`config.mk`:
```
export PLATFORM = sky130hd
export DESIGN_NAME = sram_seq_ctrl
export DESIGN_NICKNAME = d
export VERILOG_FILES = /design/src/rtl/sram_seq_pkg.sv /design/src/rtl/sram_phase_timer.sv /design/src/rtl/sram_seq_fsm.sv /design/src/rtl/sram_seq_datapath.sv /design/src/rtl/sram_seq_ctrl.sv
export SDC_FILE = /design/constraint.sdc
export NUM_CORES = 1
export LEC_CHECK = 0
export CAP_MARGIN = 5
export CELL_PAD_IN_SITES_DETAIL_PLACEMENT = 1
export CELL_PAD_IN_SITES_GLOBAL_PLACEMENT = 1
export CORE_ASPECT_RATIO = 0.8
export CORE_MARGIN = 4
export CORE_UTILIZATION = 38
export CTS_BUF_LIST = sky130_fd_sc_hd__clkbuf_4 sky130_fd_sc_hd__clkbuf_8
export DETAILED_ROUTE_END_ITERATION = 7
export PLACE_DENSITY = 0.9
export SLEW_MARGIN = 20
export SYNTH_ARGS = -nofsm -noshare
export SYNTH_HDL_FRONTEND = slang
export SYNTH_SLANG_ARGS = --single-unit
```
`constraint.sdc`:
```
create_clock -name clk -period 1.72 [get_ports clk]
set_input_delay 0.172 -clock clk [delete_from_list [all_inputs] [get_ports clk]]
set_output_delay 0.172 -clock clk [all_outputs]
set_load 0.005 [all_outputs]
```
`src/rtl/sram_seq_pkg.sv`:
```
package sram_seq_pkg;

  typedef enum logic [2:0] {
    ST_PWRUP  = 3'd0,
    ST_IDLE   = 3'd1,
    ST_WSET   = 3'd2,
    ST_WPULSE = 3'd3,
    ST_WHOLD  = 3'd4,
    ST_RACC   = 3'd5,
    ST_RTURN  = 3'd6,
    ST_DONE   = 3'd7
  } seq_state_e;

  typedef struct packed {
    logic cs_n;
    logic cs;
    logic we_n;
    logic oe_n;
    logic dq_oe;
  } pin_ctl_t;

  localparam pin_ctl_t PINS_IDLE = '{cs_n: 1'b1, cs: 1'b0, we_n: 1'b1, oe_n: 1'b1, dq_oe: 1'b0};

  // Pin levels that belong to each sequencer state.
  function automatic pin_ctl_t pins_for(input seq_state_e st);
    pin_ctl_t p;
    p = PINS_IDLE;
    case (st)
      ST_WSET, ST_WHOLD: begin
        p.cs_n  = 1'b0;
        p.cs    = 1'b1;
        p.dq_oe = 1'b1;
      end
      ST_WPULSE: begin
        p.cs_n  = 1'b0;
        p.cs    = 1'b1;
        p.we_n  = 1'b0;
        p.dq_oe = 1'b1;
      end
      ST_RACC: begin
        p.cs_n = 1'b0;
        p.cs   = 1'b1;
        p.oe_n = 1'b0;
      end
      default: p = PINS_IDLE;
    endcase
    return p;
  endfunction

endpackage

```
`src/rtl/sram_phase_timer.sv`:
```
module sram_phase_timer #(
  parameter int unsigned CNT_W   = 4,
  parameter int unsigned RST_VAL = 0
) (
  input  logic             clk,
  input  logic             rst_n,
  input  logic             load,
  input  logic [CNT_W-1:0] load_val,
  output logic             expired
);

  logic [CNT_W-1:0] cnt_q;
  logic [CNT_W-1:0] cnt_d;
  logic             cnt_en;

  always_comb begin
    cnt_en = load | (cnt_q != '0);
    if (load) begin
      cnt_d = load_val;
    end else begin
      cnt_d = cnt_q - 1'b1;
    end
  end

  always_ff @(posedge clk or negedge rst_n) begin
    if (!rst_n) begin
      cnt_q <= CNT_W'(RST_VAL);
    end else if (cnt_en) begin
      cnt_q <= cnt_d;
    end
  end

  assign expired = (cnt_q == '0);

endmodule

```
`src/rtl/sram_seq_fsm.sv`:
```
module sram_seq_fsm
  import sram_seq_pkg::*;
#(
  parameter int unsigned CNT_W  = 4,
  parameter int unsigned T_ASU  = 1,
  parameter int unsigned T_WPW  = 1,
  parameter int unsigned T_RACC = 1,
  parameter int unsigned T_TURN = 1
) (
  input  logic             clk,
  input  logic             rst_n,
  input  logic             req_valid,
  input  logic             req_write,
  input  logic             tmr_expired,
  output seq_state_e       state_q,
  output seq_state_e       state_d,
  output logic             tmr_load,
  output logic [CNT_W-1:0] tmr_val
);

  localparam logic [CNT_W-1:0] LD_ASU  = CNT_W'(T_ASU - 1);
  localparam logic [CNT_W-1:0] LD_WPW  = CNT_W'(T_WPW - 1);
  localparam logic [CNT_W-1:0] LD_RACC = CNT_W'(T_RACC - 1);
  localparam logic [CNT_W-1:0] LD_TURN = CNT_W'(T_TURN - 1);

  always_comb begin
    state_d  = state_q;
    tmr_load = 1'b0;
    tmr_val  = '0;
    case (state_q)
      ST_PWRUP: begin
        if (tmr_expired) state_d = ST_IDLE;
      end
      ST_IDLE: begin
        if (req_valid) begin
          tmr_load = 1'b1;
          if (req_write) begin
            state_d = ST_WSET;
            tmr_val = LD_ASU;
          end else begin
            state_d = ST_RACC;
            tmr_val = LD_RACC;
          end
        end
      end
      ST_WSET: begin
        if (tmr_expired) begin
          state_d  = ST_WPULSE;
          tmr_load = 1'b1;
          tmr_val  = LD_WPW;
        end
      end
      ST_WPULSE: begin
        if (tmr_expired) state_d = ST_WHOLD;
      end
      ST_WHOLD: begin
        state_d = ST_DONE;
      end
      ST_RACC: begin
        if (tmr_expired) begin
          state_d  = ST_RTURN;
          tmr_load = 1'b1;
          tmr_val  = LD_TURN;
        end
      end
      ST_RTURN: begin
        if (tmr_expired) state_d = ST_DONE;
      end
      ST_DONE: begin
        state_d = ST_IDLE;
      end
      default: state_d = ST_PWRUP;
    endcase
  end

  always_ff @(posedge clk or negedge rst_n) begin
    if (!rst_n) begin
      state_q <= ST_PWRUP;
    end else begin
      state_q <= state_d;
    end
  end

endmodule

```
`src/rtl/sram_seq_datapath.sv`:
```
module sram_seq_datapath
  import sram_seq_pkg::*;
#(
  parameter int unsigned ADDR_W = 13,
  parameter int unsigned DATA_W = 8
) (
  input  logic              clk,
  input  logic              rst_n,
  input  logic              accept,
  input  logic              capture,
  input  seq_state_e        state_d,
  input  logic [ADDR_W-1:0] req_addr,
  input  logic [DATA_W-1:0] req_wdata,
  input  logic [DATA_W-1:0] mem_dq_i,
  output logic [ADDR_W-1:0] mem_addr,
  output logic [DATA_W-1:0] mem_dq_o,
  output pin_ctl_t          pins,
  output logic [DATA_W-1:0] rsp_rdata
);

  logic [ADDR_W-1:0] addr_q;
  logic [DATA_W-1:0] wdata_q;
  logic [DATA_W-1:0] rdata_q;
  pin_ctl_t          pins_q;
  pin_ctl_t          pins_d;

  // Pins come from flops loaded with the decode of the next state.
  assign pins_d = pins_for(state_d);

  always_ff @(posedge clk or negedge rst_n) begin
    if (!rst_n) begin
      pins_q <= PINS_IDLE;
    end else begin
      pins_q <= pins_d;
    end
  end

  always_ff @(posedge clk or negedge rst_n) begin
    if (!rst_n) begin
      addr_q  <= '0;
      wdata_q <= '0;
    end else if (accept) begin
      addr_q  <= req_addr;
      wdata_q <= req_wdata;
    end
  end

  always_ff @(posedge clk or negedge rst_n) begin
    if (!rst_n) begin
      rdata_q <= '0;
    end else if (capture) begin
      rdata_q <= mem_dq_i;
    end
  end

  assign mem_addr  = addr_q;
  assign mem_dq_o  = wdata_q;
  assign pins      = pins_q;
  assign rsp_rdata = rdata_q;

endmodule

```
`src/rtl/sram_seq_ctrl.sv`:
```
module sram_seq_ctrl
  import sram_seq_pkg::*;
#(
  parameter int unsigned ADDR_W  = 13,
  parameter int unsigned DATA_W  = 8,
  parameter int unsigned T_PWRUP = 10000,
  parameter int unsigned T_ASU   = 1,
  parameter int unsigned T_WPW   = 1,
  parameter int unsigned T_RACC  = 1,
  parameter int unsigned T_TURN  = 1
) (
  input  logic              clk,
  input  logic              rst_n,
  input  logic              req_valid,
  output logic              req_ready,
  input  logic              req_write,
  input  logic [ADDR_W-1:0] req_addr,
  input  logic [DATA_W-1:0] req_wdata,
  output logic              rsp_done,
  output logic [DATA_W-1:0] rsp_rdata,
  output logic [ADDR_W-1:0] mem_addr,
  output logic              mem_cs_n,
  output logic              mem_cs,
  output logic              mem_we_n,
  output logic              mem_oe_n,
  output logic [DATA_W-1:0] mem_dq_o,
  output logic              mem_dq_oe,
  input  logic [DATA_W-1:0] mem_dq_i
);

  localparam int unsigned MAX_A = (T_ASU > T_WPW) ? T_ASU : T_WPW;
  localparam int unsigned MAX_B = (T_RACC > T_TURN) ? T_RACC : T_TURN;
  localparam int unsigned MAX_C = (MAX_A > MAX_B) ? MAX_A : MAX_B;
  localparam int unsigned MAX_T = (T_PWRUP > MAX_C) ? T_PWRUP : MAX_C;
  localparam int unsigned CNT_W = (MAX_T < 2) ? 1 : $clog2(MAX_T);

  // Reset: asserted at once, released after two clock edges.
  logic rst_s1_q;
  logic rst_s2_q;

  always_ff @(posedge clk or negedge rst_n) begin
    if (!rst_n) begin
      rst_s1_q <= 1'b0;
      rst_s2_q <= 1'b0;
    end else begin
      rst_s1_q <= 1'b1;
      rst_s2_q <= rst_s1_q;
    end
  end

  seq_state_e       state_q;
  seq_state_e       state_d;
  logic             tmr_load;
  logic [CNT_W-1:0] tmr_val;
  logic             tmr_expired;
  logic             accept;
  logic             capture;
  pin_ctl_t         pins;

  sram_phase_timer #(
    .CNT_W  (CNT_W),
    .RST_VAL(T_PWRUP - 1)
  ) u_timer (
    .clk     (clk),
    .rst_n   (rst_s2_q),
    .load    (tmr_load),
    .load_val(tmr_val),
    .expired (tmr_expired)
  );

  sram_seq_fsm #(
    .CNT_W (CNT_W),
    .T_ASU (T_ASU),
    .T_WPW (T_WPW),
    .T_RACC(T_RACC),
    .T_TURN(T_TURN)
  ) u_fsm (
    .clk        (clk),
    .rst_n      (rst_s2_q),
    .req_valid  (req_valid),
    .req_write  (req_write),
    .tmr_expired(tmr_expired),
    .state_q    (state_q),
    .state_d    (state_d),
    .tmr_load   (tmr_load),
    .tmr_val    (tmr_val)
  );

  assign req_ready = (state_q == ST_IDLE);
  assign rsp_done  = (state_q == ST_DONE);
  assign accept    = req_ready & req_valid;
  assign capture   = (state_q == ST_RACC) & tmr_expired;

  sram_seq_datapath #(
    .ADDR_W(ADDR_W),
    .DATA_W(DATA_W)
  ) u_dp (
    .clk      (clk),
    .rst_n    (rst_s2_q),
    .accept   (accept),
    .capture  (capture),
    .state_d  (state_d),
    .req_addr (req_addr),
    .req_wdata(req_wdata),
    .mem_dq_i (mem_dq_i),
    .mem_addr (mem_addr),
    .mem_dq_o (mem_dq_o),
    .pins     (pins),
    .rsp_rdata(rsp_rdata)
  );

  assign mem_cs_n  = pins.cs_n;
  assign mem_cs    = pins.cs;
  assign mem_we_n  = pins.we_n;
  assign mem_oe_n  = pins.oe_n;
  assign mem_dq_oe = pins.dq_oe;

endmodule

```
==> metrics <==
status finished with violations; violated checks setup timing; Synth top area share 45.1%; final-report setup violation count 30; row count 25; Cell Int Power 4440 uW; global-route met1 utilization 33.3%; total track usage 28.2%; Setup crit end kind flop; R2R Path End u_timer.cnt_q[11]; Final Hold Vio Count 0; Syn Nets 222; CTS tree yes; I/O pin cnt 69; vias in the first global route 2,538; clock skew 15.9 ps; routed wire length per instance 28.0 um; sw power 2850 uW; Final Power 7300 uW; worst vdd ir 0.953 mV; layout cell share with drive strength beyond 1 43.9%; CTS Sinks 53; Die Ht 78.0 um; grt total ovfl 0; CP cell instances or4_4 -> or2_1 -> or4_4 -> a21oi_2; reg2reg path depth 4; Synth area leaders dfrtp_1 (45%), mux2_1 (13%), dfstp_2 (12%), a21oi_1 (2.4%), xnor2_1 (1.9%); Layout area overhead 74.1%; actual slew at the worst max-slew pin 525 ps; Top FF cell, synth dfrtp_1; instance count on the critical path 4; RSZ-0062 raised after global routing true; FF-to-FF Start u_timer.cnt_q[4]; Nets 346; crit-path most repeated cell or4_4; DRC Markers 0; EDFF count, synth 0; hpwl dp 5280 um; Max-slew headroom 64.7%; Max Fclk 473 MHz; Mapped Cells 187; post-route ant nets 0; post-synthesis sequential area ratio 57.5%; post-layout util 68.6%; Max-Cap Viols 0; syn_area_per_cell 12.5 um2; routing usage on met2 49.7%; Root Buffer clkbuf_8; Starting Density 39.4%; power share of the clock group 12.6%; CTS Buf Count 5; CP startpoint u_timer.cnt_q[4]; CP max-delay cell or4_4; gpl congestion 0.782; CP bufs+invs 0; DR pass1 iterations 4; Worst Path Arrival 2370 ps; Worst-path clk slew 110 ps; Synth top cells by count dfrtp_1 (42), mux2_1 (27), a21oi_1 (11), dfstp_2 (11), nor2_1 (11); Yosys cell types 46; n_diodes 0; Startpoint Class flop; final WL 11,000 um; post-synthesis async set-or-reset flop share 100%; CP peak stage delay 640 ps; Hold WS 148 ps; GR Layer Usage met3 7.47%; Tightest Hold Check Type flop to asynchronous set/reset pin; Max Transition Viols Final 0; logic gate share of total power 56.4%; Top delay family on crit path simple AND/OR/NAND/NOR gates; crit-path max FO 5; clk_lat worst skew 330 ps; setup ws final -394 ps; first-pass GRT wire length 15,400 um; Crit Path Class flop to flop; largest net degree at the start of global routing 42; Sequential Power Share 31.0%; Fin Setup TNS -7950 ps; YS warnings 0; final worst-path cycle share 123%; core area 0.00591 mm2; H-tree Lvls 2; Setup crit end u_timer.cnt_q[11]; routed vias/inst 5.60; vias 2,202; Yosys reg bits 53; Mapped Area 0.00233 mm2; gr busiest metal met2; initial antenna violation count 0; Max Root-Sink Buffers 2; Yosys top cell by area dfrtp_1; pwr dens 1800 mW/mm2; WP data required 1980 ps; First DRT Iteration DRCs 143; Pleak 0.00169 uW; sw frac 39.1%; DIE WIDTH 95.5 um; port buffer count 68; Tmin final 2110 ps; filler instances 543; most numerous cell in the Yosys netlist dfrtp_1; Die Area 0.00745 mm2; R2R Setup Slk -390 ps
-- worst min path at each step --
stage | from | end | slack (ps) | cells past startpoint
after floorplan | rst_n | rst_s1_q | -120 | 0
after global placement | rst_s2_q | u_dp.mem_addr[12] | 140 | 0
after detailed placement | rst_s2_q | u_dp.mem_dq_o[3] | 140 | 0
after CTS | rst_n | rst_s2_q | 20 | 1
after global routing | rst_s2_q | u_dp.mem_addr[1] | 150 | 0
final | rst_s2_q | u_dp.mem_dq_o[3] | 150 | 0
-- repair_timing --
item,CTS,global route
gates cloned,1,1
buffers inserted,20,3
hold buffers,0,1
setup endpoints to repair,30,52
pin swaps,22,14
gates resized for setup,61,15
endpoints found under the hold margin,0,1
-- flip-flops by register name (all words and copies together), names as in the netlist --
name and count:
u_timer.cnt_q 14, u_dp.mem_addr 13, u_dp.mem_dq_o 8, u_dp.rsp_rdata 8, u_dp.pins 5, u_fsm.state_q 3
rst_s1_q 1, rst_s2_q 1
-- power groups by stage --
stage / Sequential (uW) / Clock [uW] / Combinational, uW
floorplan: 2180 / 0 / 1110
global placement: 2180 / 0 / 2500
detailed placement: 2230 / 0 / 2680
CTS: 2180 / 912 / 3590
global route: 2320 / 986 / 4310
finish: 2260 / 920 / 4110
-- final cells by class --
cell class,count,area [um2],area share (%)
clock buffer,6,76.3,1.88
clock inverter,2,38.8,0.957
inverter,5,18.8,0.463
multi-input combinational,120,1250,30.9
sequential,53,1350,33.2
tap,81,101,2.50
timing repair buffer,126,1220,30.1
-- placed cells by master (no fill, tap or decap), drive strengths merged, types with 2 or more instances in the layout --
master	n
inv	6
dfstp	11
ha	2
or3	5
nor3b	2
clkdlybuf4s50	66
dfrtp	42
nor2b	2
a211oi	2
or2	3
clkbuf	7
or4	5
nand2b	4
nor4	4
a311oi	3
o21ai	2
and3	4
a21oi	12
nand2	6
mux2i	2
o221ai	2
xnor2	5
buf	56
mux2	29
nor2	11
-- routing by layer --
layer	vias to the layer above	routed length, um	share of wire (%)
li1	923	-	-
met4	0	464	4.2
met2	108	5550	50
met3	37	610	5.5
met5	-	0	0
met1	1134	4390	40
-- through the flow --
stage	area (um2)	setup WS, ps	std cells
2_1_floorplan	2380	-224	187
3_3_place_gp	3410	-242	362
3_5_place_dp	3410	-300	362
4_1_cts	3930	-289	389
5_1_grt	4050	-442	393
6_report	4050	-394	393
-- kinds of logic after synthesis --
family | share of synthesized area (%)
AO/OA/AOI/OAI | 8.76
XOR/XNOR | 1.88
adder cells (fa/ha/maj) | 1.07
buffers and inverters | 2.47
flip-flops | 57.5
multiplexers | 14.9
other | 0.161
AND/OR/NAND/NOR | 13.2
Note: power is estimated with default switching activity, not from simulation.
